<file path="src/rtl/slog_pkg.sv">
package slog_pkg;

    localparam int unsigned STAMP_W_DEF = 80;
    localparam int unsigned DATA_W_DEF  = 432;
    localparam int unsigned CODE_W      = 16;

    localparam logic [CODE_W-1:0] CODE_START_CONFLICT = 16'h1430;
    localparam logic [CODE_W-1:0] CODE_STOP_CONFLICT  = 16'h1431;

    typedef enum logic {
        ST_IDLE = 1'b0,
        ST_LOG  = 1'b1
    } log_state_t;

    typedef struct packed {
        logic              valid;
        logic [CODE_W-1:0] code;
    } err_evt_t;

    function automatic err_evt_t pick_error(input logic new_start_c,
                                            input logic new_stop_c);
        err_evt_t e;
        e.valid = new_start_c | new_stop_c;
        e.code  = new_start_c ? CODE_START_CONFLICT :
                  new_stop_c  ? CODE_STOP_CONFLICT  : '0;
        return e;
    endfunction

endpackage

</file>
<file path="src/rtl/slog_timebase.sv">
module slog_timebase #(
    parameter int unsigned STAMP_W = slog_pkg::STAMP_W_DEF
) (
    input  logic               clk,
    input  logic               rst,
    output logic [STAMP_W-1:0] stamp
);
    always_ff @(posedge clk) begin
        if (rst) stamp <= '0;
        else     stamp <= stamp + 1'b1;
    end

    p_stamp_counts_r7: assert property (@(posedge clk) disable iff (rst)
        !$past(rst) |-> stamp == $past(stamp) + 1'b1);
endmodule

</file>
<file path="src/rtl/slog_ctrl.sv">
module slog_ctrl
    import slog_pkg::*;
(
    input  logic              clk,
    input  logic              rst,
    input  logic              run_en,
    input  logic              log_en,
    input  logic              trig_rise,
    output logic              active,
    output logic              restart,
    output logic              err_valid,
    output logic [CODE_W-1:0] err_code
);
    log_state_t st;
    logic start_ok, stop_ok, start_c, stop_c, start_c_q, stop_c_q;
    err_evt_t   evt;

    always_comb begin
        start_ok = (st == ST_IDLE) & run_en & log_en & trig_rise;
        start_c  = (st == ST_IDLE) & run_en & log_en & ~trig_rise;
        stop_c   = (st == ST_LOG)  & run_en & ~log_en & trig_rise;
        stop_ok  = (st == ST_LOG)  & (~run_en | (~log_en & ~trig_rise));
    end

    assign active  = (st == ST_LOG);
    assign restart = start_ok;

    always_ff @(posedge clk) begin
        if (rst) begin
            st        <= ST_IDLE;
            start_c_q <= 1'b0;
            stop_c_q  <= 1'b0;
            evt       <= '0;
        end else begin
            if (start_ok)     st <= ST_LOG;
            else if (stop_ok) st <= ST_IDLE;
            start_c_q <= start_c;
            stop_c_q  <= stop_c;
            evt       <= pick_error(start_c & ~start_c_q, stop_c & ~stop_c_q);
        end
    end

    assign err_valid = evt.valid;
    assign err_code  = evt.code;

    p_start_gated_r1: assert property (@(posedge clk) disable iff (rst)
        $rose(active) |-> $past(run_en));
    p_stop_conflict_holds_r4: assert property (@(posedge clk) disable iff (rst)
        (active && run_en && !log_en && trig_rise) |=> active);
    p_err_single_r6: assert property (@(posedge clk) disable iff (rst)
        err_valid |=> !err_valid);
    p_err_code_known_r3: assert property (@(posedge clk) disable iff (rst)
        err_valid |-> (err_code == CODE_START_CONFLICT || err_code == CODE_STOP_CONFLICT));
endmodule

</file>
<file path="src/rtl/slog_writer.sv">
module slog_writer #(
    parameter int unsigned STAMP_W = slog_pkg::STAMP_W_DEF,
    parameter int unsigned DATA_W  = slog_pkg::DATA_W_DEF,
    parameter int unsigned ADDR_W  = 32,
    parameter int unsigned STRIDE  = 64,
    parameter logic [ADDR_W-1:0] BASE = 32'h0000_1000,
    localparam int unsigned REC_W  = STAMP_W + DATA_W
) (
    input  logic               clk,
    input  logic               rst,
    input  logic               active,
    input  logic               restart,
    input  logic               sample,
    input  logic [STAMP_W-1:0] stamp,
    input  logic [DATA_W-1:0]  data,
    input  logic               wr_ack,
    output logic               wr_req,
    output logic [ADDR_W-1:0]  wr_addr,
    output logic [REC_W-1:0]   wr_data,
    output logic               overflow
);
    logic [ADDR_W-1:0] next_addr;
    logic pending, take, drop;

    always_comb begin
        pending = wr_req & ~wr_ack;
        take    = active & sample & ~pending;
        drop    = active & sample & pending;
    end

    always_ff @(posedge clk) begin
        if (rst) begin
            wr_req    <= 1'b0;
            wr_addr   <= '0;
            wr_data   <= '0;
            next_addr <= BASE;
            overflow  <= 1'b0;
        end else begin
            if (restart) begin
                next_addr <= BASE;
                overflow  <= 1'b0;
            end else if (take) begin
                next_addr <= next_addr + ADDR_W'(STRIDE);
            end
            if (take) begin
                wr_req  <= 1'b1;
                wr_addr <= next_addr;
                wr_data <= {stamp, data};
            end else if (wr_req && wr_ack) begin
                wr_req <= 1'b0;
            end
            if (drop) overflow <= 1'b1;
        end
    end

    p_hold_until_ack_r10: assert property (@(posedge clk) disable iff (rst)
        (wr_req && !wr_ack) |=> (wr_req && $stable(wr_addr) && $stable(wr_data)));
    p_overflow_sticky_r11: assert property (@(posedge clk) disable iff (rst)
        (overflow && !restart) |=> overflow);
    p_no_write_idle_r8: assert property (@(posedge clk) disable iff (rst)
        (!active && !wr_req) |=> !wr_req);
endmodule

</file>
<file path="src/rtl/sample_logger_top.sv">
module sample_logger_top #(
    parameter int unsigned STAMP_W = slog_pkg::STAMP_W_DEF,
    parameter int unsigned DATA_W  = slog_pkg::DATA_W_DEF,
    parameter int unsigned ADDR_W  = 32,
    parameter int unsigned STRIDE  = 64,
    parameter logic [ADDR_W-1:0] BASE = 32'h0000_1000,
    localparam int unsigned REC_W  = STAMP_W + DATA_W
) (
    input  logic                        clk,
    input  logic                        rst,
    input  logic                        run_en,
    input  logic                        log_en,
    input  logic                        trig_rise,
    input  logic                        sample_pulse,
    input  logic [DATA_W-1:0]           sample_data,
    output logic                        wr_req,
    output logic [ADDR_W-1:0]           wr_addr,
    output logic [REC_W-1:0]            wr_data,
    input  logic                        wr_ack,
    output logic                        logging,
    output logic                        err_valid,
    output logic [slog_pkg::CODE_W-1:0] err_code,
    output logic                        overflow
);
    logic [STAMP_W-1:0] stamp;
    logic               restart;

    slog_timebase #(.STAMP_W(STAMP_W)) u_time (
        .clk(clk), .rst(rst), .stamp(stamp)
    );

    slog_ctrl u_ctrl (
        .clk(clk), .rst(rst), .run_en(run_en), .log_en(log_en),
        .trig_rise(trig_rise), .active(logging), .restart(restart),
        .err_valid(err_valid), .err_code(err_code)
    );

    slog_writer #(
        .STAMP_W(STAMP_W), .DATA_W(DATA_W), .ADDR_W(ADDR_W),
        .STRIDE(STRIDE), .BASE(BASE)
    ) u_wr (
        .clk(clk), .rst(rst), .active(logging), .restart(restart),
        .sample(sample_pulse), .stamp(stamp), .data(sample_data),
        .wr_ack(wr_ack), .wr_req(wr_req), .wr_addr(wr_addr),
        .wr_data(wr_data), .overflow(overflow)
    );
endmodule

</file>
<file path="config.mk">
export PLATFORM = sky130hd
export DESIGN_NAME = sample_logger_top
export DESIGN_NICKNAME = d
export VERILOG_FILES = /design/src/rtl/slog_pkg.sv /design/src/rtl/slog_timebase.sv /design/src/rtl/slog_ctrl.sv /design/src/rtl/slog_writer.sv /design/src/rtl/sample_logger_top.sv
export SDC_FILE = /design/constraint.sdc
export NUM_CORES = 1
export LEC_CHECK = 0
export ABC_CLOCK_PERIOD_IN_PS = 5500
export BUFFER_PORTS_ARGS = -buffer_cell sky130_fd_sc_hd__buf_2
export CAP_MARGIN = 0
export CORE_AREA = 3 3 393 395
export CTS_CLUSTER_DIAMETER = 80
export DETAILED_ROUTE_END_ITERATION = 16
export DIE_AREA = 0 0 396 398
export SYNTH_ARGS = -nofsm -noshare
export SYNTH_HDL_FRONTEND = slang
export SYNTH_SLANG_ARGS = --single-unit
export TNS_END_PERCENT = 20
</file>
<file path="constraint.sdc">
create_clock -name clk -period 5.5 [get_ports clk]
set_clock_uncertainty 0.1 [all_clocks]
set_input_delay 1.375 -clock clk [delete_from_list [all_inputs] [get_ports clk]]
set_output_delay 1.375 -clock clk [all_outputs]
set_load 0.005 [all_outputs]
</file>
==> results by group <==
Global routing
  • Total global routing track utilization: roughly 16%
  • Antenna violations before repair: 90
  • Maximum number of pins on one net before global-route repair: about 170
  • Busiest layer in global routing: met2
  • Met3 layer usage reported by global route: 8.42%
  • Number of global-route vias before repair: 22,400
  • Wire length of the first global-routing pass: about 180,000 µm
  • Remaining global-route overflow: 0
  • Global-route track usage on met1: between 10% and 20%
  • Met2 track utilization from global routing: 25.3%

STA
  • Maximum clock rate: ~340 MHz
  • Worst setup slack after layout: 2.53 ns
  • Crit path time final: ~3.0 ns
  • Max-slew violation total from the final report: 0
  • Setup repair after global routing missed its margin: no
  • Sum of negative setup slack: 0 ns
  • Worst slew slack as a fraction of its limit: approximately 34%
  • Final-report hold violation count: 0
  • Hold Slack: ~0.35 ns
  • Number of setup violations in the final report: 0
  • Slew at the pin with the worst max-slew slack: between 0.9 and 1 ns
  • Period utilization: a little over half

Die
  • Row count: between 100 and 150
  • Boundary pin count: around 1,000
  • Horizontal extent of the die: around 400 µm
  • Core Region: 152,000 µm²
  • Initial Utilization: 15.6%
  • Die Footprint: 158,000 µm²
  • Die Y: about 400 µm

Layout
  • Share of final-layout standard cells stronger than drive strength 1: 29.9%
  • Commonest non-fill, non-tap cell in the layout: nand2_1
  • Area Growth Syn to Fin: 41.8%
  • Fill count: 17,000
  • Core utilization of the finished layout: roughly 22%
  • Number of standard cells in the final layout excluding fillers: about 6,000
  • Commonest cells after routing, fill and taps aside: 1,118 x nand2_1, 984 x buf_2, 651 x dfxtp_1, 590 x a21oi_1, 81 x clkbuf_16
  • Fin nets: around 4,300

Yosys
  • Proportion of synthesized chip area in sequential cells: a little under three fifths
  • Most instantiated flip-flop cell in the synthesis netlist: dfxtp_1
  • Synthesized instance count: approximately 3,000
  • Number of flip-flops and latches in the synthesized netlist: approximately 650
  • EDFF count, synth: 0
  • Area of the mapped netlist: between 20,000 and 25,000 µm²
  • Netlist cell types: 42
  • Async set-reset flop share out of synthesis: 0%
  • Synthesized area divided by synthesized cell count: 7.94 µm²
  • Synthesis warning total: 0

Setup path
  • Reg2reg start: u_time.stamp[5]
  • Crit Path Class: reg -> reg
  • CP peak stage delay: roughly 0.69 ns
  • R2r worst-path depth: 6
  • Data arrival time at the worst-slack endpoint: approximately 3.5 ns
  • Worst EP required: 5.99 ns
  • Highest-delay cell along the critical path: or4_1
  • Critical R2R Capture: u_time.stamp[71]
  • Worst setup EP type: flop
  • Worst Path Max Fanout: 26
  • Kind of start point of the critical path: flop
  • Family of cells with the greatest summed delay on the critical path: simple AND/OR/NAND/NOR gates
  • Sequence of cells on the critical path: nand3_1, nor3_4, buf_4, nand4_2, or4_1, a21oi_1
  • Reg-to-reg setup timing slack: roughly 2.5 ns
  • Combined buffer and inverter count along the critical path: 1

Power
  • Static power due to leakage: approximately 13 nW
  • Worst vdd ir: 0.000202 V
  • PwrDens: 323 nW/µm²

Clock tree
  • Number of buffers inserted for hold repair after clock tree synthesis: 0
  • CTS H-tree lvls: 3
  • Clock-pin slew of the registers on the worst-case setup and hold paths: roughly 0.060 ns
  • Post-cts repair resize count: 0
  • Number of buffers created by CTS: 80
  • Cell at the root of the clock tree: clkbuf_16
  • Clock net sink count: 651
  • Bufs on Longest Clock Path: 3
  • Clock tree from TritonCTS: done
  • Setup bufs post-CTS: 0
  • Clk Latency, worst-skew pair: between 0.6 and 0.7 ns

Outcome
  • Status: complete, no violations

Hold path
  • Hold Path Origin: u_wr.wr_data[323]
  • Path type of the worst min-delay path: reg -> reg
  • Worst hold endpoint: u_wr.wr_data[323]
  • Hold depth: 2

Routing
  • Drt first-iter violations: between 1,500 and 2,000
  • Post-detailed-routing wire length: 132,000 µm
  • Detail-routed net length per standard cell: between 20 and 25 µm
  • Via count of the routed design: 24,700
  • Via-per-instance ratio: 4.11
  • Pre-antenna DRT Iters: 7
  • Residual DRC: 0
  • Residual antenna-violating net count after detailed routing: 0

Placed design
  • Number of cells after detailed placement: 5,825
  • Routability-driven placement congestion ratio: between 0.9 and 1
  • Post-placement worst setup slack: roughly 1.8 ns
  • Post-detailed-placement half-perimeter wirelength: ~110,000 µm
  • PortBufs: 985

Run
  • Max-capacitance violation count: 0
[worst max path at each step]
| stage | to | startpoint | depth (start not counted) | slack (ns) |
|---|---|---|---|---|
| after floorplan | u_wr.next_addr[26] | sample_pulse | 6 | 2.59 |
| after global placement | u_wr.next_addr[10] | sample_pulse | 8 | 1.82 |
| after detailed placement | u_wr.next_addr[9] | sample_pulse | 8 | 1.81 |
| after CTS | u_time.stamp[71] | u_time.stamp[5] | 6 | 2.46 |
| after global routing | u_time.stamp[71] | u_time.stamp[5] | 6 | 2.27 |
| final | u_time.stamp[71] | u_time.stamp[5] | 6 | 2.53 |
[logic make-up (layout without fill, tap and decap cells)]
logic type,count (synthesis),in the layout,share of synthesized area [%]
flops,651,651,55.0
simple gates,1391,1391,24.7
compound gates,644,644,14.0
other cells,1,61,0.0158
fa+ha+maj,2,2,0.106
xor+xnor,52,52,1.92
buf+inv,243,1181,4.21
[worst min-delay path: cells and delay by family, from the launching register on]
kind               cells  cell delay, ns
and+or+nand+nor        1            0.05
AOI/OAI and AO/OA      1            0.05
DFF                    1            0.30
[flip-flops by register name, indices dropped and copies added (netlist names)]
signal,cells
u_wr.wr_data,512
u_time.stamp,80
u_wr.next_addr,26
u_wr.wr_addr,26
u_ctrl.err_code,2
u_ctrl.active,1
u_ctrl.start_c_q,1
u_ctrl.stop_c_q,1
u_wr.overflow,1
u_wr.wr_req,1
[area by class of cell]
type | instances | area [µm²] | area share [%]
Clock buffer | 106 | 2250 | 6.70
Sequential cell | 651 | 13000 | 38.8
Clock inverter | 37 | 519 | 1.55
Multi-Input combinational cell | 2106 | 9730 | 29.0
Inverter | 15 | 56.3 | 0.168
Antenna cell | 44 | 110 | 0.328
Timing Repair Buffer | 1023 | 5340 | 15.9
Tap cell | 2030 | 2540 | 7.56
[cell usage after synthesis, types with 3 or more instances]
| library cell | instances | area (µm²) |
|---|---|---|
| a21oi_1 | 590 | 2950 |
| and2_1 | 7 | 43.8 |
| and3_1 | 11 | 68.8 |
| and4_1 | 7 | 61.3 |
| buf_1 | 6 | 22.5 |
| buf_2 | 4 | 20.0 |
| buf_4 | 21 | 158 |
| clkbuf_1 | 196 | 736 |
| dfxtp_1 | 651 | 13000 |
| inv_1 | 15 | 56.3 |
| nand2_1 | 1119 | 4200 |
| nand2b_1 | 4 | 25.0 |
| nand3_1 | 42 | 210 |
| nand4_1 | 39 | 244 |
| nand4_2 | 4 | 50.1 |
| nor2_1 | 71 | 267 |
| nor2b_1 | 3 | 18.8 |
| nor3_1 | 8 | 40.0 |
| nor3_2 | 3 | 30.0 |
| nor3_4 | 3 | 48.8 |
| nor4_1 | 6 | 37.5 |
| o21ai_0 | 15 | 75.1 |
| o31ai_1 | 36 | 270 |
| or2_2 | 3 | 18.8 |
| or3_1 | 12 | 75.1 |
| or4_1 | 39 | 293 |
| xnor2_1 | 19 | 166 |
| xor2_1 | 33 | 289 |
[stage by stage]
step           power, mW  area, µm²
6_report            10.8      33600
3_5_place_dp        5.42      30700
3_3_place_gp        5.42      30700
4_1_cts             11.0      33500
5_1_grt             11.2      33500
2_1_floorplan       5.08      23700
[layer usage]
metal | wire length, µm | share of wire, % | vias to the layer above
met4 | 3700 | 2.8 | 56
met3 | 16400 | 12 | 243
met5 | 373 | 0.28 | -
li1 | - | - | 11700
met1 | 50600 | 38 | 11700
met2 | 60900 | 46 | 1007
[power breakdown]
part	switching (mW)	internal [mW]
combinational	0.322	0.193
clock	2.24	3.29
sequential	0.0282	4.77
No activity file was read; power rests on OpenSTA's default activity.
